File: src/rtl/pwm_mod_pkg.sv
package pwm_mod_pkg;

    typedef enum logic {
        MODE_BOOST = 1'b0,
        MODE_BUCK  = 1'b1
    } conv_mode_e;

    // Default geometry shared by the modulator pieces.
    localparam int unsigned DEF_CNT_W     = 8;
    localparam int unsigned DEF_ERR_FLOOR = 32;
    localparam int unsigned DEF_CEIL_PCT  = 98;

    function automatic int unsigned ceil_counts(input int unsigned cnt_w,
                                                input int unsigned pct);
        return ((2 ** cnt_w) * pct) / 100;
    endfunction

endpackage

File: src/rtl/pwm_ramp.sv
module pwm_ramp #(
    parameter int unsigned CNT_W = 8
) (
    input  logic             clk,
    input  logic             rst_n,
    input  logic             en_i,
    input  logic             tick_i,
    output logic [CNT_W-1:0] cnt_o,
    output logic             at_start_o,
    output logic             step_o
);
    localparam logic [CNT_W-1:0] ONE  = {{(CNT_W-1){1'b0}}, 1'b1};
    localparam logic [CNT_W-1:0] LAST = {CNT_W{1'b1}};

    typedef struct packed {
        logic [CNT_W-1:0] cnt;
    } ramp_s;

    ramp_s ramp_d, ramp_q;

    always_comb begin
        ramp_d = ramp_q;
        if (!en_i) begin
            ramp_d.cnt = '0;
        end else if (tick_i) begin
            ramp_d.cnt = ramp_q.cnt + ONE;
        end
        cnt_o      = ramp_q.cnt;
        at_start_o = (ramp_q.cnt == '0);
        step_o     = en_i & tick_i;
    end

    always_ff @(posedge clk or negedge rst_n) begin
        if (!rst_n) begin
            ramp_q <= '0;
        end else begin
            ramp_q <= ramp_d;
        end
    end

    // terminal count wraps to the period start
    p_wrap_r2: assert property (@(posedge clk) disable iff (!rst_n)
        (en_i && tick_i && cnt_o == LAST) |=> (cnt_o == '0));

    // each enabled tick advances the ramp by exactly one
    p_step_r2: assert property (@(posedge clk) disable iff (!rst_n)
        (en_i && tick_i) |=> (cnt_o == $past(cnt_o) + ONE));

    // a disabled clock rewinds the ramp
    p_rewind_r10: assert property (@(posedge clk) disable iff (!rst_n)
        !en_i |=> (cnt_o == '0));

endmodule

File: src/rtl/pwm_duty_calc.sv
module pwm_duty_calc #(
    parameter int unsigned CNT_W     = 8,
    parameter int unsigned ERR_W     = CNT_W + 1,
    parameter int unsigned ERR_FLOOR = 32,
    parameter int unsigned CEIL_CNT  = 250
) (
    input  logic [ERR_W-1:0] err_i,
    input  logic [CNT_W-1:0] dmax_i,
    output logic [CNT_W-1:0] duty_o,
    output logic             dead_o
);
    localparam int unsigned RANGE = 2 ** CNT_W;
    localparam int unsigned SAT   = ERR_FLOOR + RANGE;

    localparam logic [ERR_W-1:0] FLOOR_C = ERR_W'(ERR_FLOOR);
    localparam logic [ERR_W:0]   SAT_C   = (ERR_W+1)'(SAT);
    localparam logic [CNT_W:0]   RANGE_C = (CNT_W+1)'(RANGE);
    localparam logic [CNT_W:0]   CEIL_C  = (CNT_W+1)'(CEIL_CNT);

    logic             sat;
    logic [ERR_W-1:0] offset;
    logic [CNT_W:0]   raw;
    logic [CNT_W:0]   lim;
    logic             raw_wins;

    always_comb begin
        dead_o = (err_i < FLOOR_C);
        sat    = ({1'b0, err_i} >= SAT_C);
        offset = err_i - FLOOR_C;
        if (dead_o) begin
            raw = '0;
        end else if (sat) begin
            raw = RANGE_C;
        end else begin
            raw = (CNT_W+1)'(offset);
        end
        if ({1'b0, dmax_i} > CEIL_C) begin
            lim = CEIL_C;
        end else begin
            lim = {1'b0, dmax_i};
        end
        raw_wins = (raw < lim);
        duty_o   = raw_wins ? raw[CNT_W-1:0] : lim[CNT_W-1:0];
    end

endmodule

File: src/rtl/pwm_drive.sv
module pwm_drive
    import pwm_mod_pkg::*;
#(
    parameter int unsigned CNT_W    = 8,
    parameter int unsigned CEIL_CNT = 250
) (
    input  logic             clk,
    input  logic             rst_n,
    input  logic             en_i,
    input  logic             step_i,
    input  logic             at_start_i,
    input  logic [CNT_W-1:0] cnt_i,
    input  logic [CNT_W-1:0] duty_i,
    input  logic             mode_i,
    output logic             hs_o,
    output logic             ls_o,
    output logic             start_o
);
    typedef struct packed {
        logic [CNT_W-1:0] duty;
        conv_mode_e       mode;
        logic             hs;
        logic             ls;
        logic             start;
    } drive_s;

    drive_s drv_d, drv_q;
    logic [CNT_W-1:0] duty_eff;
    logic             pulse;

    always_comb begin
        drv_d       = drv_q;
        drv_d.start = 1'b0;
        duty_eff    = at_start_i ? duty_i : drv_q.duty;
        pulse       = (cnt_i < duty_eff);
        if (!en_i) begin
            drv_d.duty = '0;
            drv_d.mode = conv_mode_e'(mode_i);
            drv_d.hs   = 1'b0;
            drv_d.ls   = 1'b0;
        end else if (step_i) begin
            drv_d.duty  = duty_eff;
            drv_d.start = at_start_i;
            drv_d.hs    = pulse && (drv_q.mode == MODE_BUCK);
            drv_d.ls    = pulse && (drv_q.mode == MODE_BOOST);
        end
        hs_o    = drv_q.hs;
        ls_o    = drv_q.ls;
        start_o = drv_q.start;
    end

    always_ff @(posedge clk or negedge rst_n) begin
        if (!rst_n) begin
            drv_q <= '{duty: '0, mode: MODE_BOOST, hs: 1'b0, ls: 1'b0, start: 1'b0};
        end else begin
            drv_q <= drv_d;
        end
    end

    // the two drive lines are mutually exclusive
    p_excl_r8: assert property (@(posedge clk) disable iff (!rst_n)
        !(hs_o && ls_o));

    // buck mode never raises the low-side line
    p_buck_quiet_r8: assert property (@(posedge clk) disable iff (!rst_n)
        (drv_q.mode == MODE_BUCK) |-> !ls_o);

    // captured mode holds while enabled
    p_mode_hold_r9: assert property (@(posedge clk) disable iff (!rst_n)
        en_i |=> $stable(drv_q.mode));

    // disable silences every output on the next clock
    p_off_r10: assert property (@(posedge clk) disable iff (!rst_n)
        !en_i |=> (!hs_o && !ls_o && !start_o));

    // no tick, no change on the drive lines
    p_hold_r11: assert property (@(posedge clk) disable iff (!rst_n)
        (en_i && !step_i) |=> ($stable(hs_o) && $stable(ls_o) && !start_o));

    // the held duty never passes the fixed ceiling
    p_ceiling_r6: assert property (@(posedge clk) disable iff (!rst_n)
        drv_q.duty <= CNT_W'(CEIL_CNT));

endmodule

File: src/rtl/pwm_modulator.sv
module pwm_modulator
    import pwm_mod_pkg::*;
#(
    parameter int unsigned CNT_W     = DEF_CNT_W,
    parameter int unsigned ERR_FLOOR = DEF_ERR_FLOOR,
    parameter int unsigned CEIL_PCT  = DEF_CEIL_PCT,
    localparam int unsigned ERR_W    = CNT_W + 1,
    localparam int unsigned CEIL_CNT = ceil_counts(CNT_W, CEIL_PCT)
) (
    input  logic             clk,
    input  logic             rst_n,
    input  logic             en_i,
    input  logic             tick_i,
    input  logic             mode_i,
    input  logic [ERR_W-1:0] err_i,
    input  logic [CNT_W-1:0] dmax_i,
    output logic             hs_o,
    output logic             ls_o,
    output logic             start_o
);
    logic [CNT_W-1:0] ramp_cnt;
    logic             ramp_start;
    logic             ramp_step;
    logic [CNT_W-1:0] duty_new;
    logic             err_dead;

    pwm_ramp #(
        .CNT_W (CNT_W)
    ) u_ramp (
        .clk        (clk),
        .rst_n      (rst_n),
        .en_i       (en_i),
        .tick_i     (tick_i),
        .cnt_o      (ramp_cnt),
        .at_start_o (ramp_start),
        .step_o     (ramp_step)
    );

    pwm_duty_calc #(
        .CNT_W     (CNT_W),
        .ERR_W     (ERR_W),
        .ERR_FLOOR (ERR_FLOOR),
        .CEIL_CNT  (CEIL_CNT)
    ) u_duty (
        .err_i  (err_i),
        .dmax_i (dmax_i),
        .duty_o (duty_new),
        .dead_o (err_dead)
    );

    pwm_drive #(
        .CNT_W    (CNT_W),
        .CEIL_CNT (CEIL_CNT)
    ) u_drive (
        .clk        (clk),
        .rst_n      (rst_n),
        .en_i       (en_i),
        .step_i     (ramp_step),
        .at_start_i (ramp_start),
        .cnt_i      (ramp_cnt),
        .duty_i     (duty_new),
        .mode_i     (mode_i),
        .hs_o       (hs_o),
        .ls_o       (ls_o),
        .start_o    (start_o)
    );

    // a dead-zone code sampled at period start keeps both lines low
    p_dead_r3: assert property (@(posedge clk) disable iff (!rst_n)
        (en_i && tick_i && ramp_start && err_dead) |=> (!hs_o && !ls_o));

    // the strobe follows the enabled tick taken at count 0
    p_strobe_r2: assert property (@(posedge clk) disable iff (!rst_n)
        (en_i && tick_i && ramp_start) |=> start_o);

endmodule

File: config.mk
export PLATFORM = sky130hd
export DESIGN_NAME = pwm_modulator
export DESIGN_NICKNAME = d
export VERILOG_FILES = /design/src/rtl/pwm_mod_pkg.sv /design/src/rtl/pwm_ramp.sv /design/src/rtl/pwm_duty_calc.sv /design/src/rtl/pwm_drive.sv /design/src/rtl/pwm_modulator.sv
export SDC_FILE = /design/constraint.sdc
export NUM_CORES = 1
export LEC_CHECK = 0
export BUFFER_PORTS_ARGS = -buffer_cell sky130_fd_sc_hd__buf_2
export CAP_MARGIN = 20
export CORE_UTILIZATION = 45
export DETAILED_ROUTE_END_ITERATION = 12
export MAX_ROUTING_LAYER = met4
export PLACE_DENSITY = 0.74
export SETUP_SLACK_MARGIN = 0.15
export SYNTH_ARGS = -nofsm -noshare
export SYNTH_HDL_FRONTEND = slang
export SYNTH_SLANG_ARGS = --single-unit
File: constraint.sdc
create_clock -name clk -period 3.3 [get_ports clk]
set_clock_uncertainty 0.05 [all_clocks]
set_input_delay 0.33 -clock clk [delete_from_list [all_inputs] [get_ports clk]]
set_output_delay 0.33 -clock clk [all_outputs]
set_load 0.03 [all_outputs]
==> impl_metrics.toml <==
[synth]
synth_xor_area_frac = 0.0299
synth_fa_ha_area_frac = 0.121
synth_warnings = 0
synth_area_leaders = "dfrtp_1, ha_1, o21ai_0"
synthCells = 205
synth_top_family_by_area = "compound AO/OA/AOI/OAI gates"
seq_area_frac_synth = 0.285
synth.mux.area_fraction = 0.0121
synth.most_common_cell = "dfrtp_1"
netlist_area_sq_mm = 0.00176
synth_top_cell_area_share = 0.285
avgSynthCellArea_sq_um = 8.58
synth_area_leader_cell = "dfrtp_1"
yosys-top-cells-count = "dfrtp_1, nor2_1, ha_1, inv_1, o21ai_0"
synth-seq-cells = 20
syn-num-nets = 244
synth_compound_area_frac = 0.290
synth.distinct_cells = 54
async_reset_ff_frac = 1.00
synthFlopType = "dfrtp_1"
synth_edf_count = 0
synth-simple-area-share = 0.199

[global_route]
antenna_found_initial = 0
grt_pass1_wl_um = 8430
grt_pass1_vias = 1879
grt_max_degree = 21
grtUsageMet2 = 0.445
gr-usage-all-layers = 0.267
grt_util_met1 = 0.327
met3_usage = 0.0352
grt_most_used_layer = "met2"
grt_overflow_total = 0

[worst_setup_path]
path_max_fanout = 7
cp.buffers_inverters = 2
slowest_delay_ps = 560
crit_chain = "buf_6 -> or4_4 -> o311ai_4 -> buf_6 -> a21oi_4 -> ha_4 -> o21a_1 -> o211ai_1 -> o21a_2 -> nand3_2 -> a31o_4 -> ha_4 -> a21o_1 -> a21o_1 -> a21oi_2 -> o211ai_1 -> o41ai_1"
crit_arrival_ps = 4080
cp.required_ps = 3410
cp-end-kind = "flop"
cp-start-kind = "primary input"
path_class = "in -> reg"
r2r_start = "u_ramp.cnt_o[5]"
crit_path_top_delay_cell = "or4_4"
cp-startpoint = "err_i[0]"
cp_top_family = "compound AO/OA/AOI/OAI gates"

[timing]
post-route-period-util = 1.20
setup_ws_ps = -673
finalHoldViolations = 0
grt_setup_unrepaired = "true"
tightest_slew_ps = 612
fmax_mhz = 252
worst_hold_slack_ps = 239
drv_slew = 0
fin_crit_ps = 3970
final-setup-viol-count = 2
final.setup.tns_ps = -1340
max_slew_margin = 0.588

[clock_network]
cts_tree = "yes"
insertion_delay_ps = 260
cts_max_path_buffers = 2
htreeDepth = 1
clk_pin_slew_ps = 80
root_buffer = "clkbuf_8"
clock_sink_count = 20
cts_made_buffers = 3

[status]
violations = "setup timing"
outcome = "finished with violations"

[floorplanning]
dieArea_sq_mm = 0.00416
std_cell_rows = 22
core_sq_mm = 0.00372
io_pins = 25
die_w_um = 64.5
die_y_um = 64.5
start_util = 0.473

[layout]
layout-drive-gt1-share = 0.474
syn_to_final_growth_pct = 52.5
fin_area_sq_mm = 0.00268
fin_cells = 320
final_nets = 312
fin_util = 0.721
insertedDiodeCount = 0

[power]
p_total_uw = 925
power.leakage_nw = 1.20
peakVddDrop_v = 0.000266
p_per_area_mw_per_mm2 = 345

[placed_design]
io_buffers = 24
gp_congestion = 0.922
dp.cells = 300
post_dp_cell_area_sq_mm = 0.00219
place_hpwl_um = 3610
dp_slack_ps = -1200

[routing]
dr.pass1.iters = 7
drc = 0
wl_per_cell_um = 18.9
routed_wl_um = 6060
detail-route-antenna-nets = 0
routed_via_density = 6.33
dr.first_iter.drc_count = 97
vias = 2026

[flow_run]
cap_violations = 0

[min_path]
min_from = "mode_i"
hp-class = "in -> reg"
logic make-up (layout without fill, tap and decap cells):
kind of cell    after synthesis  in the layout
simple gates                 66             67
fa+ha+maj                    17             17
flops                        20             20
buf+inv                      27             93
xor+xnor                      6              6
mux                           2              2
compound gates               67             67
layout by cell type, fill, tap and decap left out, types with 6 or more instances in the layout:
| cell type | netlist | layout |
|---|---|---|
| buf_4 | 2 | 42 |
| buf_2 | 2 | 23 |
| dfrtp_1 | 20 | 20 |
| nor2_1 | 19 | 19 |
| inv_1 | 17 | 16 |
| nand2_1 | 11 | 11 |
| o21ai_0 | 16 | 10 |
| ha_4 | 0 | 9 |
| a311oi_1 | 6 | 6 |
| ha_1 | 17 | 6 |
| buf_6 | 0 | 6 |
repair_timing:
item | 4_1_cts | 5_1_grt
setup endpoints to repair | 2 | 3
hold buffers | 1 | 0
cloned | 0 | 1
pin swaps | 15 | 17
setup buffers | 5 | 9
endpoints found under the hold margin | 20 | 0
resized for setup | 14 | 39
final timing paths:
kind / slack (ps) / cells past startpoint / to
setup / recovery: -670 / 17 / u_drive.hs_o
hold / removal: 240 / 2 / u_drive.drv_q[3]
setup reg to reg: -160 / 10 / u_drive.hs_o
hold reg to reg: 500 / 2 / u_drive.ls_o
max in group asynchronous: 2380 / 2 / u_drive.drv_q[6]
min in group asynchronous: 490 / 2 / u_ramp.cnt_o[6]
registers in the layout, summed over array words and instances (netlist names):
signal,count
u_drive.drv_q,9
u_drive.hs_o,1
u_drive.ls_o,1
u_drive.start_o,1
u_ramp.cnt_o,8
worst register-to-register path, cell delays in order (launching register included):
cell	delay, ps
dfrtp_1	460
nor4_1	590
and3_1	620
nor2_1	170
a31o_4	250
ha_4	210
a21o_1	160
a21o_1	190
a21oi_2	130
o211ai_1	140
o41ai_1	380
final cells by class:
| class | count | area, sq um |
|---|---|---|
| inverters | 17 | 63.8 |
| well taps | 48 | 60.1 |
| clock inverters | 1 | 30.0 |
| flip-flops and latches | 20 | 500 |
| fillers | 253 | 1040 |
| repair buffers | 72 | 508 |
| multi-input cells | 159 | 1480 |
| clock buffers | 3 | 41.3 |
power breakdown:
group          switching, mW  internal [mW]  leakage (nW)  total, mW
registers             0.0157          0.263         0.268      0.279
logic                  0.211          0.181         0.901      0.393
clock network         0.0911          0.162        0.0357      0.253
routing by layer:
metal / routed length (um) / vias to the layer above
li1: - / 913
met1: 2360 / 981
met2: 3060 / 106
met3: 388 / 26
met4: 255 / 0
met5: 0 / -
Note: power is estimated with default switching activity, not from simulation.
